===== config.mk =====
export PLATFORM = sky130hd
export DESIGN_NAME = hart_dbg_ctrl
export DESIGN_NICKNAME = d
export VERILOG_FILES = /design/src/rtl/hdm_pkg.sv /design/src/rtl/hdm_arbiter.sv /design/src/rtl/hdm_state.sv /design/src/rtl/hdm_redirect.sv /design/src/rtl/hart_dbg_ctrl.sv
export SDC_FILE = /design/constraint.sdc
export NUM_CORES = 1
export LEC_CHECK = 0
export BUFFER_PORTS_ARGS = -buffer_cell sky130_fd_sc_hd__clkbuf_2
export CAP_MARGIN = 20
export CORE_MARGIN = 2
export CORE_UTILIZATION = 45
export DETAILED_ROUTE_END_ITERATION = 12
export PLACE_DENSITY = 0.78
export SLEW_MARGIN = 20
export SYNTH_ARGS = -nofsm -noshare
export SYNTH_HDL_FRONTEND = slang
export SYNTH_SLANG_ARGS = --single-unit

===== constraint.sdc =====
create_clock -name clk -period 2.1 [get_ports clk]
set_clock_uncertainty 0.2 [all_clocks]
set_input_delay 0.21 -clock clk [delete_from_list [all_inputs] [get_ports clk]]
set_output_delay 0.21 -clock clk [all_outputs]
set_load 0.01 [all_outputs]

===== src/rtl/hdm_pkg.sv =====
package hdm_pkg;

    typedef logic [1:0] prv_t;
    localparam prv_t PRV_MACHINE = 2'd3;

    typedef enum logic [2:0] {
        CAUSE_NONE   = 3'd0,
        CAUSE_EBREAK = 3'd1,
        CAUSE_HALT   = 3'd3
    } cause_e;

    typedef enum logic [2:0] {
        EV_NONE       = 3'd0,
        EV_ENTER_HALT = 3'd1,
        EV_ENTER_EBRK = 3'd2,
        EV_DBG_EXC    = 3'd3,
        EV_PARK       = 3'd4,
        EV_DRET       = 3'd5
    } ev_e;

    typedef struct packed {
        cause_e cause;
        prv_t   prv;
    } dcsr_t;

    function automatic logic ev_is_entry(ev_e e);
        return (e == EV_ENTER_HALT) || (e == EV_ENTER_EBRK);
    endfunction

    function automatic cause_e ev_cause(ev_e e);
        case (e)
            EV_ENTER_HALT: return CAUSE_HALT;
            EV_ENTER_EBRK: return CAUSE_EBREAK;
            default:       return CAUSE_NONE;
        endcase
    endfunction

endpackage


===== src/rtl/hdm_arbiter.sv =====
module hdm_arbiter
    import hdm_pkg::*;
(
    input  logic clk,
    input  logic rst,
    input  logic in_debug,
    input  logic halt_req,
    input  logic ebreak,
    input  logic exc,
    input  logic dret,
    input  logic irq,
    output ev_e  ev,
    output logic irq_take
);

    always_comb begin
        ev = EV_NONE;
        if (!in_debug) begin
            // Normal mode: halt outranks ebreak; exceptions and dret are not ours.
            if (halt_req)    ev = EV_ENTER_HALT;
            else if (ebreak) ev = EV_ENTER_EBRK;
        end else begin
            // Debug mode: exception, then dret, then ebreak.
            if (exc)         ev = EV_DBG_EXC;
            else if (dret)   ev = EV_DRET;
            else if (ebreak) ev = EV_PARK;
        end
    end

    assign irq_take = irq && !in_debug && !halt_req;

    a_r7_no_entry_in_debug: assert property (@(posedge clk) disable iff (rst)
        in_debug |-> !ev_is_entry(ev));

    a_r9_exc_first: assert property (@(posedge clk) disable iff (rst)
        (in_debug && exc) |-> (ev == EV_DBG_EXC));

    a_r10_exc_ignored_outside: assert property (@(posedge clk) disable iff (rst)
        (!in_debug && !halt_req && !ebreak) |-> (ev == EV_NONE));

endmodule


===== src/rtl/hdm_state.sv =====
module hdm_state
    import hdm_pkg::*;
#(
    parameter int unsigned     XLEN      = 32,
    parameter logic [XLEN-1:0] DPC_RESET = '0
) (
    input  logic            clk,
    input  logic            rst,
    input  ev_e             ev,
    input  logic [XLEN-1:0] pc_i,
    input  prv_t            prv_i,
    output logic            debug_mode,
    output logic [XLEN-1:0] dpc,
    output dcsr_t           dcsr
);

    always_ff @(posedge clk) begin
        if (rst) begin
            debug_mode <= 1'b0;
            dpc        <= DPC_RESET;
            dcsr.cause <= CAUSE_NONE;
            dcsr.prv   <= PRV_MACHINE;
        end else if (ev_is_entry(ev)) begin
            debug_mode <= 1'b1;
            dpc        <= pc_i;
            dcsr.cause <= ev_cause(ev);
            dcsr.prv   <= prv_i;
        end else if (ev == EV_DRET) begin
            debug_mode <= 1'b0;
        end
    end

    a_r4_dpc_held: assert property (@(posedge clk) disable iff (rst)
        ($past(debug_mode) && debug_mode) |-> ($stable(dpc) && $stable(dcsr)));

endmodule


===== src/rtl/hdm_redirect.sv =====
module hdm_redirect
    import hdm_pkg::*;
#(
    parameter int unsigned     XLEN     = 32,
    parameter logic [XLEN-1:0] DBG_BASE = '0,
    parameter logic [XLEN-1:0] DBG_EXC  = '0
) (
    input  logic            clk,
    input  logic            rst,
    input  ev_e             ev,
    input  logic [XLEN-1:0] dpc,
    input  prv_t            saved_prv,
    output logic            valid,
    output logic [XLEN-1:0] pc,
    output prv_t            prv
);

    logic [XLEN-1:0] tgt_pc;
    prv_t            tgt_prv;

    always_comb begin
        tgt_pc  = DBG_BASE;
        tgt_prv = PRV_MACHINE;
        case (ev)
            EV_DBG_EXC: tgt_pc = DBG_EXC;
            EV_DRET: begin
                tgt_pc  = dpc;
                tgt_prv = saved_prv;
            end
            default: ;
        endcase
    end

    always_ff @(posedge clk) begin
        if (rst) begin
            valid <= 1'b0;
            pc    <= '0;
            prv   <= PRV_MACHINE;
        end else begin
            valid <= (ev != EV_NONE);
            if (ev != EV_NONE) begin
                pc  <= tgt_pc;
                prv <= tgt_prv;
            end
        end
    end

    a_r11_valid_follows_event: assert property (@(posedge clk) disable iff (rst)
        (ev == EV_NONE) |=> !valid);

endmodule


===== src/rtl/hart_dbg_ctrl.sv =====
module hart_dbg_ctrl
    import hdm_pkg::*;
#(
    parameter int unsigned     XLEN      = 32,
    parameter logic [XLEN-1:0] DBG_BASE  = 32'h0000_0800,
    parameter logic [XLEN-1:0] DBG_EXC   = 32'h0000_0808,
    parameter logic [XLEN-1:0] DPC_RESET = 32'h0000_0000
) (
    input  logic            clk,
    input  logic            rst,
    input  logic            halt_req_i,
    input  logic            ebreak_i,
    input  logic            exc_i,
    input  logic            dret_i,
    input  logic            irq_i,
    input  logic [XLEN-1:0] pc_i,
    input  logic [1:0]      prv_i,
    output logic            irq_take_o,
    output logic            redirect_valid_o,
    output logic [XLEN-1:0] redirect_pc_o,
    output logic [1:0]      redirect_prv_o,
    output logic            debug_mode_o,
    output logic [XLEN-1:0] dpc_o,
    output logic [2:0]      dcsr_cause_o,
    output logic [1:0]      dcsr_prv_o
);

    ev_e             ev;
    logic            dbg_q;
    logic [XLEN-1:0] dpc_q;
    dcsr_t           dcsr_q;

    hdm_arbiter u_arb (
        .clk      (clk),
        .rst      (rst),
        .in_debug (dbg_q),
        .halt_req (halt_req_i),
        .ebreak   (ebreak_i),
        .exc      (exc_i),
        .dret     (dret_i),
        .irq      (irq_i),
        .ev       (ev),
        .irq_take (irq_take_o)
    );

    hdm_state #(.XLEN(XLEN), .DPC_RESET(DPC_RESET)) u_state (
        .clk        (clk),
        .rst        (rst),
        .ev         (ev),
        .pc_i       (pc_i),
        .prv_i      (prv_i),
        .debug_mode (dbg_q),
        .dpc        (dpc_q),
        .dcsr       (dcsr_q)
    );

    hdm_redirect #(.XLEN(XLEN), .DBG_BASE(DBG_BASE), .DBG_EXC(DBG_EXC)) u_redir (
        .clk       (clk),
        .rst       (rst),
        .ev        (ev),
        .dpc       (dpc_q),
        .saved_prv (dcsr_q.prv),
        .valid     (redirect_valid_o),
        .pc        (redirect_pc_o),
        .prv       (redirect_prv_o)
    );

    assign debug_mode_o = dbg_q;
    assign dpc_o        = dpc_q;
    assign dcsr_cause_o = dcsr_q.cause;
    assign dcsr_prv_o   = dcsr_q.prv;

    a_r2_entry_redirect: assert property (@(posedge clk) disable iff (rst)
        $rose(debug_mode_o) |-> (redirect_valid_o && redirect_pc_o == DBG_BASE
                                 && redirect_prv_o == PRV_MACHINE));

    a_r6_exit_redirect: assert property (@(posedge clk) disable iff (rst)
        $fell(debug_mode_o) |-> (redirect_valid_o && redirect_pc_o == dpc_o
                                 && redirect_prv_o == dcsr_prv_o));

    a_r8_no_irq_in_debug: assert property (@(posedge clk) disable iff (rst)
        debug_mode_o |-> !irq_take_o);

    a_r2_cause_on_entry: assert property (@(posedge clk) disable iff (rst)
        $rose(debug_mode_o) |-> (dcsr_cause_o == 3'd3 || dcsr_cause_o == 3'd1));

endmodule


==> results of run 1 <==
[kinds of logic (layout without fill, tap and decap cells)]
family,count (synthesis),after routing
AO/OA/AOI/OAI,76,76
flip-flops,72,72
buffers and inverters,24,177
other,1,1
AND/OR/NAND/NOR,79,79
[final cells by class]
class | count | area, sq um
fill | 421 | 1560
sequential | 72 | 1440
timing repair buffer | 158 | 1020
multi-input combinational | 156 | 863
clock buffer | 11 | 131
tap | 70 | 87.6
inverter | 6 | 22.5
clock inverter | 2 | 10.0
[layout by cell type (no fill, tap or decap), drive strengths merged, types with 6 or more instances in the layout]
| cell | n |
|---|---|
| a21oi | 36 |
| a22o | 30 |
| buf | 8 |
| clkbuf | 124 |
| dfxtp | 72 |
| dlygate4sd3 | 37 |
| inv | 6 |
| nand2 | 65 |
| nor2 | 8 |
[path summary, 6_finish.rpt]
check	from	end	depth (start not counted)
setup reg to reg	u_state.debug_mode$_SDFFE_PP0P_	u_redir.pc[8]$_SDFFE_PP0P_	4
setup / recovery	exc_i	u_redir.pc[8]$_SDFFE_PP0P_	6
hold reg to reg	u_redir.prv[1]$_SDFFE_PP1P_	u_redir.prv[1]$_SDFFE_PP1P_	2
hold / removal	ebreak_i	u_redir.valid$_SDFF_PP0_	3
[report_power, final]
| part | switching (mW) | internal [mW] | leakage [nW] |
|---|---|---|---|
| Combinational | 0.202 | 0.186 | 1.05 |
| Clock | 0.457 | 0.406 | 0.0749 |
| Sequential | 0.0483 | 1.43 | 0.589 |
| Total | 0.707 | 2.02 | 1.71 |
[registers in the layout, summed over array words and instances, names as in the netlist]
register            cells
u_redir.valid           1
u_state.debug_mode      1
u_redir.prv             2
u_state.dcsr            4
u_redir.pc             32
u_state.dpc            32
[layer usage]
layer  wire length [microns]  vias to the layer above
li1                        -                     1155
met1                    2810                     1107
met2                    3370                       86
met3                     317                       13
met4                     116                        0
met5                       0                        -
[repair_timing]
action	CTS	global route
hold buffers	37	0
endpoints found under the setup margin	0	0
hold endpoints to repair	36	0
[worst min-delay path, stage by stage]
cell and delay (ns):
clkbuf_2 0.15, inv_1 0.09, a21oi_1 0.06
==> parameters.txt, run 1 <==
Parameter                              Value

Status
  Result of the run ... finished, final reports clean

Yosys
  Area share of the largest cell type after synthesis ... 59.6%
  Cell accounting for the most synthesized area ... dfxtp_1
  Main combinational cell family by area after synthesis ... compound AO/OA/AOI/OAI gates
  Count of cell types in the netlist ... 25
  Adder and majority cell fraction of the synthesized area ... 0%
  Leading cell type by number of instances after synthesis ... dfxtp_1
  Most used flip-flop cell after synthesis ... dfxtp_1
  Synth Area in XOR/XNOR ... 0%
  Synth Area in Compound Gates ... 22.1%
  Cell count after synthesis ... 252
  Mean cell area of the mapped netlist ... 9.59 sq um
  Yosys synthesis warning count ... 0
  Most frequent cells after synthesis ... dfxtp_1 (72), nand2_1 (65), a21oi_1 (36)
  Mux cell area share after synthesis ... 0%
  Post-synthesis simple-gate area fraction ... 13.2%
  Number of enable-type register cells in the synthesized netlist ... 0
  Sequential-to-total area share from yosys stat ... 59.6%
  Post-synthesis net count ... 293
  Post-synth ARST share ... 0%
  Cell area after synthesis ... 2420 sq um
  Flip-flop and latch count after synthesis ... 72
  Synth area leaders ... dfxtp_1 (60%), a22o_1 (11%), nand2_1 (10%)

Pwr
  Leakage power total ... 1.71 nW
  Total power ... 2.73 mW
  Worst IR drop on VDD ... 0.387 mV
  Power Density ... 763 nW/um^2

Routing
  Residual antenna-violating net count after detailed routing ... 0
  Final WL ... 6620 microns
  Vias per cell ... 4.97
  Per-cell routed wire length ... 13.9 microns
  Vias ... 2,361
  DRC Markers ... 0
  1st-iter DRT viols ... 84
  First-pass DRT Iterations ... 4

STA
  Max-slew headroom ... 57.5%
  Number of endpoints with negative hold slack in the final report ... 0
  Post-layout minimum cycle time ... 1.93 ns
  Hold WS ... 0.0327 ns
  Accumulated negative setup slack ... 0 ns
  Unrepaired setup endpoints after global routing ... false
  Fin worst setup slack ... 0.171 ns
  Share of the clock period used by the worst path after layout ... 91.9%
  Number of pins exceeding their max-slew limit in the final report ... 0
  Max frequency ... 0.518 GHz
  Transition time at the pin with the least slew margin ... 0.637 ns
  Final setup violation count ... 0

Clock network
  Clock tree from TritonCTS ... yes
  Number of buffers on the longest clock path ... 2
  Clock-pin transition on the worst setup and hold timing paths ... 0.07 ns
  CTS Buf Count ... 9
  Level count of the clock H-tree ... 3
  Number of buffers inserted by post-CTS setup repair ... 0
  Clk sinks ... 72
  Clock root buffer ... clkbuf_8
  Clock latency at the later pin of the worst-skew pair ... 0.32 ns
  Post-cts gate resize count ... 0

Global route
  Via count of the first global-routing pass ... 2,347
  Global-route wire length before repair ... 11,000 microns
  Maximum number of pins on one net before global-route repair ... 22
  Routing usage on met3 ... 4.59%
  Met2 demand-to-capacity share in global routing ... 39.6%
  Total congestion overflow ... 0
  Gr usage total ... 22.9%
  Antenna violations before repair ... 0
  M1 GR Usage ... 27.6%
  Peak-usage layer in the global routing report ... met2

Floorplan
  Die outline area ... 5970 sq um
  Initial standard-cell utilization of the core ... 47.0%
  Row Count ... 26
  Chip height ... 77.3 microns
  Core Area ... 5140 sq um
  Die width ... 77.3 microns
  Top Ports ... 115

Cells and area
  Layout-stage area growth over the synthesis result ... 48.0%
  Share of cells above drive strength 1 ... 34.1%
  Final nets ... 444
  Finished Core Util ... 69.6%
  Post-route design area ... 3580 sq um
  Antenna fix cells ... 0
  Count of placed standard cells in the final layout, fillers left out ... 475

Worst setup path
  Start-to-end type of the worst setup path ... in2reg
  Required time reported for the critical path endpoint ... 2.16 ns
  Largest delay share family, worst path ... buffers and inverters
  Buffers plus inverters on the worst setup path ... 3
  Largest fanout on the critical path ... 20
  Sequence of cells on the critical path ... dlygate4sd3_1, clkbuf_2, or3b_4, a211oi_4, buf_4, a22o_1
  Arrival time at the worst endpoint ... 1.99 ns
  Slowest CP cell ... dlygate4sd3_1
  Largest stage delay on the critical path ... 0.55 ns
  Worst setup slack for register-to-register paths ... 0.26 ns
  Category of the worst setup path capture point ... register
  Nature of the critical path startpoint ... input pin

Place
  Total half-perimeter wirelength after legalization and detailed placement ... 4210 microns
  Cell count after placement ... 425
  Placer congestion estimate ... 0.775
  Post-placement setup slack ... 0.282 ns
  Cell area reported after detailed placement ... 3070 sq um
  Port Buf Inserts ... 113

Run
  Number of max-cap violations ... 0

Hold path
  Type of the worst min-delay path ... in2reg
Note: power is estimated with default switching activity, not from simulation.
==> run 2: changes to the inputs <==
--- a/config.mk
+++ b/config.mk
@@ -7,10 +7,12 @@
 export LEC_CHECK = 0
 export BUFFER_PORTS_ARGS = -buffer_cell sky130_fd_sc_hd__clkbuf_2
 export CAP_MARGIN = 20
+export CELL_PAD_IN_SITES_DETAIL_PLACEMENT = 1
+export CELL_PAD_IN_SITES_GLOBAL_PLACEMENT = 1
 export CORE_MARGIN = 2
-export CORE_UTILIZATION = 45
+export CORE_UTILIZATION = 33
 export DETAILED_ROUTE_END_ITERATION = 12
-export PLACE_DENSITY = 0.78
+export PLACE_DENSITY_LB_ADDON = 0.1
 export SLEW_MARGIN = 20
 export SYNTH_ARGS = -nofsm -noshare
 export SYNTH_HDL_FRONTEND = slang
==> run 2 against run 1 <==
Net effect:
- wire length up 8.3%
- clock power increased by 54%
- first-iteration DRC count is 56% lower
- setup slack got worse by 0.023 ns
- critical path depth unchanged
- combinational power is essentially flat
- global-route usage down 4.6 points
- critical path type unchanged
==> parameters.txt, run 2 (synthesized netlist as in run 1, its figures left out) <==
Parameter                              Value

Status
  Result of the run ... finished, final reports clean (unchanged)

Worst setup path
  Critical Path Stages ... 6 (unchanged)
  Required time reported for the critical path endpoint ... 2.18 ns (was 2.16 ns)
  Slowest CP cell ... dlygate4sd3_1 (unchanged)
  Worst Reg2Reg Path Length in Cells ... 4 (unchanged)
  Buffers plus inverters on the worst setup path ... 3 (unchanged)
  Largest delay share family, worst path ... buffers and inverters (unchanged)
  Largest stage delay on the critical path ... 0.55 ns (about the same)
  Sequence of cells on the critical path ... dlygate4sd3_1, clkbuf_2, or3b_4, a211oi_4, buf_4, a22o_1 (unchanged)
  Largest fanout on the critical path ... 21 (was 20)
  Start-to-end type of the worst setup path ... in2reg (unchanged)
  Nature of the critical path startpoint ... input pin (unchanged)
  Category of the worst setup path capture point ... register (unchanged)
  Arrival time at the worst endpoint ... 2.03 ns (was 1.99 ns)

Clock network
  Clock-pin transition on the worst setup and hold timing paths ... 0.07 ns (about the same)
  Clock tree from TritonCTS ... yes (unchanged)
  Clk sinks ... 72 (unchanged)
  Number of buffers inserted by post-CTS setup repair ... 0 (unchanged)
  Number of buffers on the longest clock path ... 2 (unchanged)
  Clock root buffer ... clkbuf_8 (unchanged)
  Post-cts gate resize count ... 0 (unchanged)
  Clock latency at the later pin of the worst-skew pair ... 0.34 ns (was 0.32 ns)
  Level count of the clock H-tree ... 3 (unchanged)
  CTS Buf Count ... 9 (unchanged)

Cells and area
  Number of fillers in the final layout ... 848 (was 421)
  Register area ... 1440 sq um (unchanged)
  Antenna fix cells ... 0 (unchanged)
  Area of the multi-input gates ... 863 sq um (unchanged)
  Biggest registers after layout ... u_redir.pc (32), u_state.dpc (32), u_state.dcsr (4) (unchanged)
  Share of cells above drive strength 1 ... 34.8% (was 34.1%)
  Most common cell after layout, fill and taps aside ... clkbuf_2 (unchanged)
  Finished Core Util ... 51.8% (was 69.6%)
  Layout-stage area growth over the synthesis result ... 53.8% (was 48.0%)
  Post-route design area ... 3720 sq um (was 3580 sq um)
  Final nets ... 444 (unchanged)
  Commonest cells after routing, fill and taps aside ... clkbuf_2 (113), dfxtp_1 (72), nand2_1 (65) (unchanged)

STA
  Share of the clock period used by the worst path after layout ... 93.0% (was 91.9%)
  Accumulated negative setup slack ... 0 ns (unchanged)
  Fin worst setup slack ... 0.148 ns (was 0.171 ns)
  Number of endpoints with negative hold slack in the final report ... 0 (unchanged)
  Number of pins exceeding their max-slew limit in the final report ... 0 (unchanged)
  Post-layout minimum cycle time ... 1.95 ns (was 1.93 ns)
  Max-slew headroom ... 64.6% (was 57.5%)
  Max frequency ... 0.512 GHz (was 0.518 GHz)
  Unrepaired setup endpoints after global routing ... false (unchanged)
  Transition time at the pin with the least slew margin ... 0.531 ns (was 0.637 ns)
  Final setup violation count ... 0 (unchanged)

Global route
  Via count of the first global-routing pass ... 2,202 (was 2,347)
  Global-route wire length before repair ... 11,000 microns (about the same)
  Total congestion overflow ... 0 (unchanged)
  Antenna violations before repair ... 0 (unchanged)
  Gr usage total ... 18.3% (was 22.9%)
  Maximum number of pins on one net before global-route repair ... 33 (was 22)

Floorplan
  Top Ports ... 115 (unchanged)
  Core Area ... 7180 sq um (was 5140 sq um)
  Row Count ... 31 (was 26)
  Die width ... 89.6 microns (was 77.3 microns)
  Initial standard-cell utilization of the core ... 33.7% (was 47.0%)
  Chip height ... 89.6 microns (was 77.3 microns)
  Die outline area ... 8030 sq um (was 5970 sq um)

Place
  Port Buf Inserts ... 113 (unchanged)
  Cell area reported after detailed placement ... 3100 sq um (was 3070 sq um)
  Post-placement setup slack ... 0.206 ns (was 0.282 ns)
  Placer congestion estimate ... 0.800 (was 0.775)
  Total half-perimeter wirelength after legalization and detailed placement ... 4570 microns (was 4210 microns)

Routing
  Residual antenna-violating net count after detailed routing ... 0 (unchanged)
  Per-cell routed wire length ... 14.1 microns (was 13.9 microns)
  Vias ... 2,343 (was 2,361)
  First-pass DRT Iterations ... 4 (unchanged)
  DRC Markers ... 0 (unchanged)
  1st-iter DRT viols ... 37 (was 84)
  Vias per cell ... 4.62 (was 4.97)
  Final WL ... 7170 microns (was 6620 microns)

Pwr
  Leakage power total ... 1.76 nW (was 1.71 nW)
  Power Density ... 860 nW/um^2 (was 763 nW/um^2)
  Worst IR drop on VDD ... 0.347 mV (was 0.387 mV)

Run
  Number of max-cap violations ... 0 (unchanged)

Hold path
  Worst hold path depth ... 3 (unchanged)
  Type of the worst min-delay path ... in2reg (unchanged)
## run 2: final cells by class
type / count / share of cell area (%)
Clock buffer: 11 / 3.80
Clock inverter: 5 / 2.79
Multi-Input combinational cell: 156 / 23.2
Inverter: 6 / 0.606
Timing Repair Buffer: 158 / 27.5
Tap cell: 99 / 3.33
Sequential cell: 72 / 38.8
## run 2: path summary, 6_finish.rpt
kind / from / endpoint / slack [ns]
worst max register to register: u_state.debug_mode$_SDFFE_PP0P_ / u_redir.pc[5]$_SDFFE_PP0P_ / 0.20
worst min-delay path: rst / u_redir.pc[3]$_SDFFE_PP0P_ / 0.02
worst max-delay path: exc_i / u_redir.pc[5]$_SDFFE_PP0P_ / 0.15
worst min register to register: u_redir.prv[1]$_SDFFE_PP1P_ / u_redir.prv[1]$_SDFFE_PP1P_ / 0.26
## run 2: per-layer routing
| metal | GRT usage (%) | part of all wire [%] | vias to the layer above |
|---|---|---|---|
| li1 | - | - | 1160 |
| met1 | 23.9 | 45 | 1103 |
| met2 | 29.5 | 49 | 72 |
| met3 | 4.30 | 4.8 | 8 |
| met4 | 6.51 | 1.0 | 0 |
| met5 | 0 | 0 | - |
## run 2: where the power goes
part           switching (mW)  total [mW]  leakage (nW)  internal [mW]
combinational           0.205       0.389          1.05          0.184
clock                   0.510        1.33         0.124          0.823
sequential             0.0467        1.48         0.589           1.43
total                   0.762        3.20          1.76           2.44
## run 2: stage by stage
step | std cells | hold WS, ns | power (mW)
after floorplan | 252 | 0.128 | 1.68
after global placement | 454 | 0.213 | 1.84
after detailed placement | 454 | 0.226 | 1.84
after CTS | 507 | 0.00834 | 3.23
after global routing | 507 | 0.0307 | 3.35
final | 507 | 0.0208 | 3.20
## run 2: worst min-delay path: cells and delay by family
family	cells	cell delay (ns)
compound gates	1	0.06
buf+inv	1	0.11
simple gates	1	0.13
## run 2: what timing repair did
action,CTS,global route
setup endpoints to repair,0,0
hold endpoints to repair,36,0
hold buffers,37,0
